==> src/rtl/crc_pkg.sv <==
package crc_pkg;

   // Default generator for the 32-bit code, x^32 implied
   localparam logic [31:0] CRC32_GEN = 32'h04C1_1DB7;
   localparam logic [31:0] CRC32_ZERO_SEED = 32'h0000_0000;

   // Bit ordering of a data word into the serial recurrence
   typedef enum logic {
      ORDER_LSB_FIRST = 1'b0,
      ORDER_MSB_FIRST = 1'b1
   } word_order_e;

endpackage

==> src/rtl/crc_bit_order.sv <==
// Presents a data word so that its highest index is the first serial bit.
module crc_bit_order #(
   parameter int  DW        = 64,
   parameter bit  FIRST_MSB = 1'b1
) (
   input  logic [DW-1:0] word_i,
   output logic [DW-1:0] word_o
);

   generate
      if (DW < 1) begin : g_bad_width
         $error("crc_bit_order: DW must be positive");
      end

      if (FIRST_MSB == crc_pkg::ORDER_MSB_FIRST) begin : g_pass
         assign word_o = word_i;
      end else begin : g_swap
         for (genvar b = 0; b < DW; b++) begin : g_bit
            assign word_o[b] = word_i[DW-1-b];
         end
      end
   endgenerate

endmodule

==> src/rtl/crc_xor_net.sv <==
// Combinational next state equal to DW serial steps, bit DW-1 first.
module crc_xor_net #(
   parameter int          W    = 32,
   parameter int          DW   = 64,
   parameter logic [W-1:0] POLY = crc_pkg::CRC32_GEN
) (
   input  logic [W-1:0]  state_i,
   input  logic [DW-1:0] word_i,
   output logic [W-1:0]  next_o
);

   localparam int NIN = W + DW;

   // One serial pass over the whole word
   function automatic logic [W-1:0] run_serial(logic [W-1:0] s, logic [DW-1:0] d);
      logic [W-1:0] acc;
      logic         fb;
      acc = s;
      for (int k = DW - 1; k >= 0; k--) begin
         fb  = acc[W-1] ^ d[k];
         acc = {acc[W-2:0], 1'b0};
         if (fb) acc = acc ^ POLY;
      end
      return acc;
   endfunction

   // Response of the pass to each single input bit: state bits then data bits
   function automatic logic [NIN-1:0][W-1:0] unit_responses();
      logic [NIN-1:0][W-1:0] cols;
      for (int j = 0; j < W; j++)
         cols[j] = run_serial(W'(1) << j, '0);
      for (int k = 0; k < DW; k++)
         cols[W+k] = run_serial('0, DW'(1) << k);
      return cols;
   endfunction

   localparam logic [NIN-1:0][W-1:0] COLS = unit_responses();

   // Select which inputs feed output bit i
   function automatic logic [NIN-1:0] tap_row(int i);
      logic [NIN-1:0] r;
      for (int n = 0; n < NIN; n++)
         r[n] = COLS[n][i];
      return r;
   endfunction

   logic [NIN-1:0] joined;
   assign joined = {word_i, state_i};

   generate
      if (W < 2) begin : g_bad_w
         $error("crc_xor_net: W must be at least 2");
      end
      if (POLY[0] != 1'b1) begin : g_bad_poly
         $error("crc_xor_net: generator needs its x^0 term");
      end

      for (genvar i = 0; i < W; i++) begin : g_row
         localparam logic [NIN-1:0] TAPS = tap_row(i);
         assign next_o[i] = ^(joined & TAPS);
      end
   endgenerate

endmodule

==> src/rtl/crc_state_reg.sv <==
// Remainder register: reset and init load the seed, valid loads the update.
module crc_state_reg #(
   parameter int           W    = 32,
   parameter logic [W-1:0] SEED = crc_pkg::CRC32_ZERO_SEED
) (
   input  logic         clk,
   input  logic         rst_n,
   input  logic         init,
   input  logic         valid,
   input  logic [W-1:0] next_i,
   output logic [W-1:0] state_o
);

   always_ff @(posedge clk or negedge rst_n) begin
      if (!rst_n)      state_o <= SEED;
      else if (init)   state_o <= SEED;
      else if (valid)  state_o <= next_i;
   end

   // Init wins over valid and always yields the seed
   p_init_seed_r2: assert property (@(posedge clk) disable iff (!rst_n)
      init |=> (state_o == SEED));

   // Idle cycles leave the remainder untouched
   p_hold_idle_r4: assert property (@(posedge clk) disable iff (!rst_n)
      (!init && !valid) |=> $stable(state_o));

endmodule

==> src/rtl/par_crc64.sv <==
module par_crc64 #(
   parameter int           W         = 32,
   parameter int           DW        = 64,
   parameter logic [W-1:0] POLY      = crc_pkg::CRC32_GEN,
   parameter logic [W-1:0] SEED      = crc_pkg::CRC32_ZERO_SEED,
   parameter bit           FIRST_MSB = 1'b1
) (
   input  logic          clk,
   input  logic          rst_n,
   input  logic          init,
   input  logic          valid,
   input  logic [DW-1:0] data_i,
   output logic [W-1:0]  crc_o
);

   // Data word whose only set bit is the final serial bit
   localparam logic [DW-1:0] LAST_BIT_WORD = FIRST_MSB ? DW'(1) : (DW'(1) << (DW - 1));

   logic [DW-1:0] word_ord;
   logic [W-1:0]  next_state;

   crc_bit_order #(.DW(DW), .FIRST_MSB(FIRST_MSB)) u_order (
      .word_i (data_i),
      .word_o (word_ord)
   );

   crc_xor_net #(.W(W), .DW(DW), .POLY(POLY)) u_net (
      .state_i (crc_o),
      .word_i  (word_ord),
      .next_o  (next_state)
   );

   crc_state_reg #(.W(W), .SEED(SEED)) u_state (
      .clk     (clk),
      .rst_n   (rst_n),
      .init    (init),
      .valid   (valid),
      .next_i  (next_state),
      .state_o (crc_o)
   );

   // Zero is a fixed point of the linear update
   p_zero_fixed_r6: assert property (@(posedge clk) disable iff (!rst_n)
      (valid && !init && crc_o == '0 && data_i == '0) |=> (crc_o == '0));

   // Final serial bit alone from zero state yields the generator
   p_last_bit_poly_r6: assert property (@(posedge clk) disable iff (!rst_n)
      (valid && !init && crc_o == '0 && data_i == LAST_BIT_WORD) |=> (crc_o == POLY));

endmodule

==> config.mk <==
export PLATFORM = sky130hd
export DESIGN_NAME = par_crc64
export DESIGN_NICKNAME = d
export VERILOG_FILES = /design/src/rtl/crc_pkg.sv /design/src/rtl/crc_bit_order.sv /design/src/rtl/crc_xor_net.sv /design/src/rtl/crc_state_reg.sv /design/src/rtl/par_crc64.sv
export SDC_FILE = /design/constraint.sdc
export NUM_CORES = 1
export LEC_CHECK = 0
export ABC_CLOCK_PERIOD_IN_PS = 5750
export BUFFER_PORTS_ARGS = -buffer_cell sky130_fd_sc_hd__buf_2
export CAP_MARGIN = 5
export CORE_AREA = 2 2 128 130
export DETAILED_ROUTE_END_ITERATION = 12
export DIE_AREA = 0 0 130 132
export MAX_ROUTING_LAYER = met4
export PLACE_DENSITY = 0.67
export REMOVE_ABC_BUFFERS = 1
export SLEW_MARGIN = 10
export SYNTH_ARGS = -nofsm -noshare
export SYNTH_HDL_FRONTEND = slang
export SYNTH_SLANG_ARGS = --single-unit
==> constraint.sdc <==
create_clock -name clk -period 5.75 [get_ports clk]
set_input_delay 0.8625 -clock clk [delete_from_list [all_inputs] [get_ports clk]]
set_output_delay 0.8625 -clock clk [all_outputs]
set_load 0.03 [all_outputs]
# [Yosys cells after proc, flatten, opt, wreduce, memory -nomap -nowiden]
# Index checks and enable logic that the tools add are counted.
# Widths: inputs -> output; s select.
[classes] n_addsub=0 multipliers=0 div_mod_pow=0 n_lt_le_gt_ge=0 n_eq_ne=0 n_shift=0 mux=2 n_bitwise=0 n_reduce_logical=33
[op_table] op="$reduce_xor 96->1" n=32
[op_table] op="$mux 32" n=2
[op_table] op="$reduce_bool 2->1" n=1
[totals] regBits=32 latch_bits=0 ramBits=0 rom_bits=0 inputBits=68 output_inout_bits=32 n_memories=0

# [Logic depth before layout (Yosys ltp)]
# Gate-level depths: netlist (run 1).
[logic_depth] ltp_word=3 depth_mapped=8 ltp_nobuf=7

# [Hierarchy]
# From an unflattened synthesis (run 1), not the netlist that was laid out.
[unflattened] cells_unflattened=614 hier_area_um2=7375.8
[modules_own_cells] mod="crc_xor_net" instances=1 cells_each=447 area_each_um2=5571.6
[modules_own_cells] mod="crc_state_reg" instances=1 cells_each=103 area_each_um2=1323.8
[modules_own_cells] mod="crc_bit_order" instances=1 cells_each=64 area_each_um2=480.5

# [Worst setup path before layout (run 1)]
# No wires, ideal clock.
[synth_path] path_kind="input -> register" start="input data_i[0]" end="register u_state.state_o[11]" setup_ns=0.143 arrival_time_ns=2.678 path_slack_ns=2.930 path_stages=8 path_cell_list="clkbuf_1 -> xnor2_1 -> xnor3_1 -> xnor2_1 -> xnor3_1 -> xnor2_1 -> nand3b_1 -> o221ai_1"
[synth_via] elab_chain_len=3
[synth_rtl] element="start: declaration" line_no="par_crc64.sv:12" rtl="input logic [DW-1:0] data_i,"
[synth_rtl] element="$reduce_xor 96->1" line_no="crc_xor_net.sv:60" rtl="assign next_o[i] = ^(joined & TAPS);"
[synth_rtl] element="$mux 32" line_no="crc_state_reg.sv:17" rtl="else if (valid) state_o <= next_i;"
[synth_rtl] element="$mux 32" line_no="crc_state_reg.sv:16" rtl="else if (init) state_o <= SEED;"
[synth_rtl] element="end signal: assignment" line_no="crc_state_reg.sv:17"
[synth_rtl] element="end: declaration" line_no="crc_state_reg.sv:11" rtl="output logic [W-1:0] state_o"
# No other way between the ends. The select of a mux whose other input is x is not followed.
# A chain may end at the register's enable or synchronous reset.

# [Worst setup path in the final report (run 1)]
[layout_path] start="input data_i[55]" end="register u_state.state_o[22]"
# Same word-level chain as after synthesis.

==> key figures, run 1 <==
Run status
  – Status: complete, no violations

Logic synthesis
  – Top cells by area, synth: xnor2_1 (46%), xnor3_1 (17%), dfrtp_1 (10%)
  – Share of the synthesized area in the top cell type: 46.0%
  – Synth Area in Adders: 0%
  – Synth area leader: xnor2_1
  – Syn Area/Cell: 10.5 um2
  – Synth Area in Simple Gates: 1.66%
  – XOR/XNOR Fraction of Synth Area: 80.8%
  – Synthesized area: 0.00770 mm2
  – Largest family of logic cells by synthesized area: XOR/XNOR gates
  – Synth Area in Compound Gates: 1.82%
  – YS warnings: 0
  – Mux cell area share after synthesis: 1.82%
  – Synth cell types: 19
  – Post-Synthesis Cells: 736
  – Yosys reg bits: 32
  – Seq/Total Area, Yosys: 10.4%

Clock network
  – Max clock buf depth: 2
  – H-tree depth: 2
  – TritonCTS buffer count: 5
  – Post-CTS setup buffers: 0
  – Clk sink count: 32
  – Clock latency on the worst-skew pair: 300 ps
  – Cts hold-fix bufs: 0
  – TritonCTS clock tree: built
  – Resized cells post-CTS: 0
  – Worst-path clk slew: 60 ps
  – Root buffer cell: clkbuf_16

Global routing
  – GRT Total Usage: 37.1%
  – First-pass GRT wire length: 42300 um
  – Pin count of the biggest net entering global routing: 45
  – GRT Residual Overflow: 0
  – Vias in the first global route: 5547
  – Antenna violations before repair: 0

Place
  – Final GP Congestion: 1.09
  – Detail Placement HPWL: 25000 um
  – Number of port buffers: 99

Finish
  – Top Registers: u_state.state_o x32
  – Number of flip-flops in the largest register: 32
  – FF+latch area: 801 um2
  – Layout cells sized above 1: 17.2%
  – NumNets Final: 853
  – Most common cell after layout, fill and taps aside: xnor2_1
  – Commonest non-fill, non-tap cells in the layout: xnor2_1 (404), buf_2 (99), xor2_1 (81), xnor3_1 (57), dfrtp_1 (32)
  – ANT cells: 0
  – Biggest register: u_state.state_o
  – P&R area growth vs syn: 8.89%
  – Fillers: 1500
  – Multi-input gate area: 0.00663 mm2

Timing
  – Worst Skew: 10.1 ps
  – Worst Max-Slew Pin Slew: 1110 ps
  – Slew Limit Fails: 0
  – Total negative setup slack: 0 ps
  – Period utilisation layout: 64.5%
  – Final setup vio count: 0
  – Minimum clock period: 3710 ps
  – Endpoints failing hold: 0
  – Slew headroom: 25.9%
  – Peak Freq: 269 MHz
  – RSZ-0062 raised after global routing: no

Setup path
  – Critical Path Start Type: primary input
  – Crit Path Max Fanout: 4
  – Arr. time, crit path: 3920 ps
  – Reg2Reg Setup Slack: 2270 ps
  – CP Class: primary input to register
  – FF-to-FF End: u_state.state_o[22]$_DFFE_PN0P_
  – Register-to-Register Path Depth: 7
  – Crit. Startpoint: data_i[55]
  – Crit. End Element: register
  – Critical Path RT: 5950 ps
  – R2r startpoint: u_state.state_o[23]$_DFFE_PN0P_

Floorplan
  – Core region area: 0.0157 mm2
  – Die height: 132 um
  – IO Pins: 100
  – Die X-Extent: 130 um
  – Initial Util: 49.0%
  – Total die area: 0.0172 mm2
  – Cell Rows: 46

Routing
  – DRT iter0 DRCs: 680
  – DR WL/cell: 30.5 um
  – Via density per instance: 5.60
  – Drt total wl: 30500 um
  – DR pass1 iterations: 5
  – DRC Markers: 0
  – DR vias: 5604
  – Count of antenna-violating nets left after detailed routing: 0

Hold path
  – Hold path depth: 2
  – Hold Startpoint: u_state.state_o[5]$_DFFE_PN0P_
  – Hold endpoint: u_state.state_o[5]$_DFFE_PN0P_
  – Hold Path Class: register to register

Run
  – Max-Cap Viols: 0
-- cells in the mapped netlist --
master	count
dfrtp_1	32
mux2i_1	14
xor2_4	2
a22o_1	3
clkbuf_1	33
a211oi_1	14
xor3_1	10
xnor2_1	404
inv_1	1
xor2_2	7
xor2_1	81
nand3b_1	1
xnor2_2	14
nor2_1	30
buf_2	28
nand2_1	2
xnor3_1	57
xnor2_4	2
o221ai_1	1
-- cell families (layout without fill, tap and decap cells) --
| kind of cell | Yosys count | after routing |
|---|---|---|
| compound gates | 18 | 18 |
| buf+inv | 62 | 111 |
| flops | 32 | 32 |
| xor+xnor | 577 | 577 |
| mux | 14 | 14 |
| simple gates | 33 | 33 |
-- through the flow --
stage	util (%)	hold WS [ps]	setup slack (ps)	cell area, um2	std cells
2_1_floorplan	-	567	3070	7430	675
3_3_place_gp	52.4	587	1840	8230	994
3_5_place_dp	52.4	602	1870	8230	994
4_1_cts	53.3	617	2170	8380	1001
5_1_grt	53.3	647	2040	8380	1001
6_report	53.3	608	2040	8380	1001
-- how the worst max path moves through the flow --
stage                                      endpoint  depth (start not counted)
floorplan            u_state.state_o[1]$_DFFE_PN0P_                          7
global placement    u_state.state_o[22]$_DFFE_PN0P_                          8
detailed placement  u_state.state_o[22]$_DFFE_PN0P_                          8
CTS                 u_state.state_o[22]$_DFFE_PN0P_                          8
global route        u_state.state_o[22]$_DFFE_PN0P_                          8
finish              u_state.state_o[22]$_DFFE_PN0P_                          8
-- area by class of cell --
| cell class | count | area share (%) |
|---|---|---|
| clock buffer | 7 | 1.82 |
| multi-input combinational | 642 | 79.1 |
| sequential | 32 | 9.55 |
| tap | 216 | 3.22 |
| timing repair buffer | 103 | 6.27 |
| inverter | 1 | 0.0448 |
-- worst max-delay path, cell delays in order --
cell	delay (ps)
buf_2	130
xnor2_1	500
xor2_1	910
xnor2_2	420
xnor2_1	280
xnor3_1	430
xnor2_1	130
a211oi_1	230
-- routing by layer --
| layer | wire length [um] | track usage [%] | share of wire, % |
|---|---|---|---|
| met5 | 0 | - | 0 |
| met1 | 12400 | 50.8 | 41 |
| met2 | 13800 | 56.0 | 45 |
| met3 | 2900 | 4.71 | 9.5 |
| met4 | 1430 | 14.0 | 4.7 |
Power of run 1 is left out: the tool's default activity adds up to more than one toggle a clock period on the data nets, which glitch-free logic cannot reach.
==> inputs of run 2 (changes only) <==
ABC_CLOCK_PERIOD_IN_PS = 3800   (was 5750)
clock period = 3.8 ns   (was 5.75 ns; I/O delays follow)
==> run 2 against run 1 <==
- worst setup slack lost 1300 ps
- clock skew is essentially flat
- clock-buffer cell count shrank 1
- wire length grew 0.39%
- sequential share of layout area shrank 0.11 points
- critical path depth shrank 1
- critical endpoint is now u_state.state_o[7]$_DFFE_PN0P_
- highest routed layer unchanged
==> key figures, run 2 (synthesis results as in run 1) <==
Timing
  – Total negative setup slack: 0 ps
  – Endpoints failing hold: 0
  – Final setup vio count: 0
  – Worst Max-Slew Pin Slew: 903 ps
  – Minimum clock period: 3090 ps
  – Peak Freq: 324 MHz
  – RSZ-0062 raised after global routing: no
  – Worst Skew: 10.1 ps
  – Final setup margin: 714 ps
  – Slew Limit Fails: 0
  – Slew headroom: 39.8%
  – Period utilisation layout: 81.2%

Clock network
  – Clk sink count: 32
  – Resized cells post-CTS: 0
  – H-tree depth: 2
  – TritonCTS buffer count: 5
  – Worst-path clk slew: 60 ps
  – Max clock buf depth: 2
  – Clock latency on the worst-skew pair: 300 ps
  – Cts hold-fix bufs: 0
  – Post-CTS setup buffers: 0
  – TritonCTS clock tree: built
  – Root buffer cell: clkbuf_16

Setup path
  – Slowest stage delay, CP: 710 ps
  – CP cell instances: xnor2_1, xnor2_1, xnor2_1, xor2_1, xnor2_1, xnor2_1, a211oi_1
  – CP Class: register to register
  – Most frequent cell on the critical path: xnor2_1
  – Arr. time, crit path: 3290 ps
  – Buffers plus inverters on the worst setup path: 0
  – Crit. End Element: register
  – CP max stage cell: xnor2_1
  – Crit Path Max Fanout: 6
  – Critical Path Start Type: register
  – Critical Path RT: 4000 ps
  – CP top delay family: XOR/XNOR gates

Run
  – Max-Cap Viols: 0

Place
  – Detail Placement HPWL: 25700 um
  – Final GP Congestion: 1.13
  – Number of port buffers: 99
  – DP Area: 0.00833 mm2
  – Cell Count Post-Placement: 1007
  – DP Worst Slack: 562 ps

Floorplan
  – IO Pins: 100
  – Initial Util: 49.0%
  – Cell Rows: 46
  – Die X-Extent: 130 um
  – Core region area: 0.0157 mm2
  – Die height: 132 um
  – Total die area: 0.0172 mm2

Global routing
  – First-pass GRT wire length: 42600 um
  – GRT Total Usage: 37.6%
  – GRT Residual Overflow: 0
  – Antenna violations before repair: 0
  – Vias in the first global route: 5567
  – Pin count of the biggest net entering global routing: 33

Finish
  – Fillers: 1458
  – Biggest register: u_state.state_o
  – Most common cell after layout, fill and taps aside: xnor2_1
  – ANT cells: 0
  – Number of flip-flops in the largest register: 32
  – P&R area growth vs syn: 10.1%
  – Non-Filler Instances: 1015
  – Finished Cell Area: 0.00848 mm2
  – NumNets Final: 866
  – Commonest non-fill, non-tap cells in the layout: xnor2_1 (404), buf_2 (99), xor2_1 (81), xnor3_1 (57), dfrtp_1 (32)
  – Layout cells sized above 1: 18.6%
  – Top Registers: u_state.state_o x32

Routing
  – DR vias: 5504
  – Drt total wl: 30700 um
  – DR WL/cell: 30.2 um
  – Via density per instance: 5.42
  – DR pass1 iterations: 5
  – DRT iter0 DRCs: 601
  – DRC Markers: 0
  – Count of antenna-violating nets left after detailed routing: 0

Hold path
  – Hold Path Class: primary input to async pin

Run status
  – Status: complete, no violations
==> run 2: layout make-up <==
cell class / count / area (um2) / area share, %
tap: 216 / 270 / 3.19
clock inverter: 2 / 10.0 / 0.118
timing repair buffer: 116 / 623 / 7.35
inverter: 1 / 3.75 / 0.0443
multi-input combinational: 642 / 6630 / 78.2
clock buffer: 6 / 139 / 1.64
sequential: 32 / 801 / 9.45
==> run 2: metal layers <==
| metal | GRT usage (%) | share of wire (%) | up-vias |
|---|---|---|---|
| met5 | - | 0 | - |
| met3 | 10.2 | 10 | 74 |
| met4 | 16.3 | 5.2 | 0 |
| li1 | - | - | 2406 |
| met1 | 48.5 | 40 | 2669 |
| met2 | 55.0 | 44 | 355 |
==> run 2: path summary, 6_finish.rpt <==
check | from | to | slack, ps | cells past startpoint
setup / recovery | u_state.state_o[15]$_DFFE_PN0P_ | u_state.state_o[7]$_DFFE_PN0P_ | 710 | 7
hold / removal | rst_n | u_state.state_o[8]$_DFFE_PN0P_ | 400 | 1
setup reg to reg | u_state.state_o[15]$_DFFE_PN0P_ | u_state.state_o[7]$_DFFE_PN0P_ | 710 | 7
hold reg to reg | u_state.state_o[14]$_DFFE_PN0P_ | u_state.state_o[14]$_DFFE_PN0P_ | 610 | 2
max in group asynchronous | rst_n | u_state.state_o[20]$_DFFE_PN0P_ | 2830 | 1
min in group clk | u_state.state_o[14]$_DFFE_PN0P_ | u_state.state_o[14]$_DFFE_PN0P_ | 610 | 2
==> run 2: per-stage QoR <==
stage / hold slack, ps / util (%)
3_5_place_dp: 597 / 53.0
4_1_cts: 437 / 53.9
3_3_place_gp: 596 / 53.0
2_1_floorplan: 274 / -
5_1_grt: 454 / 53.9
6_report: 397 / 53.9
Power of run 2 is left out for the same reason.
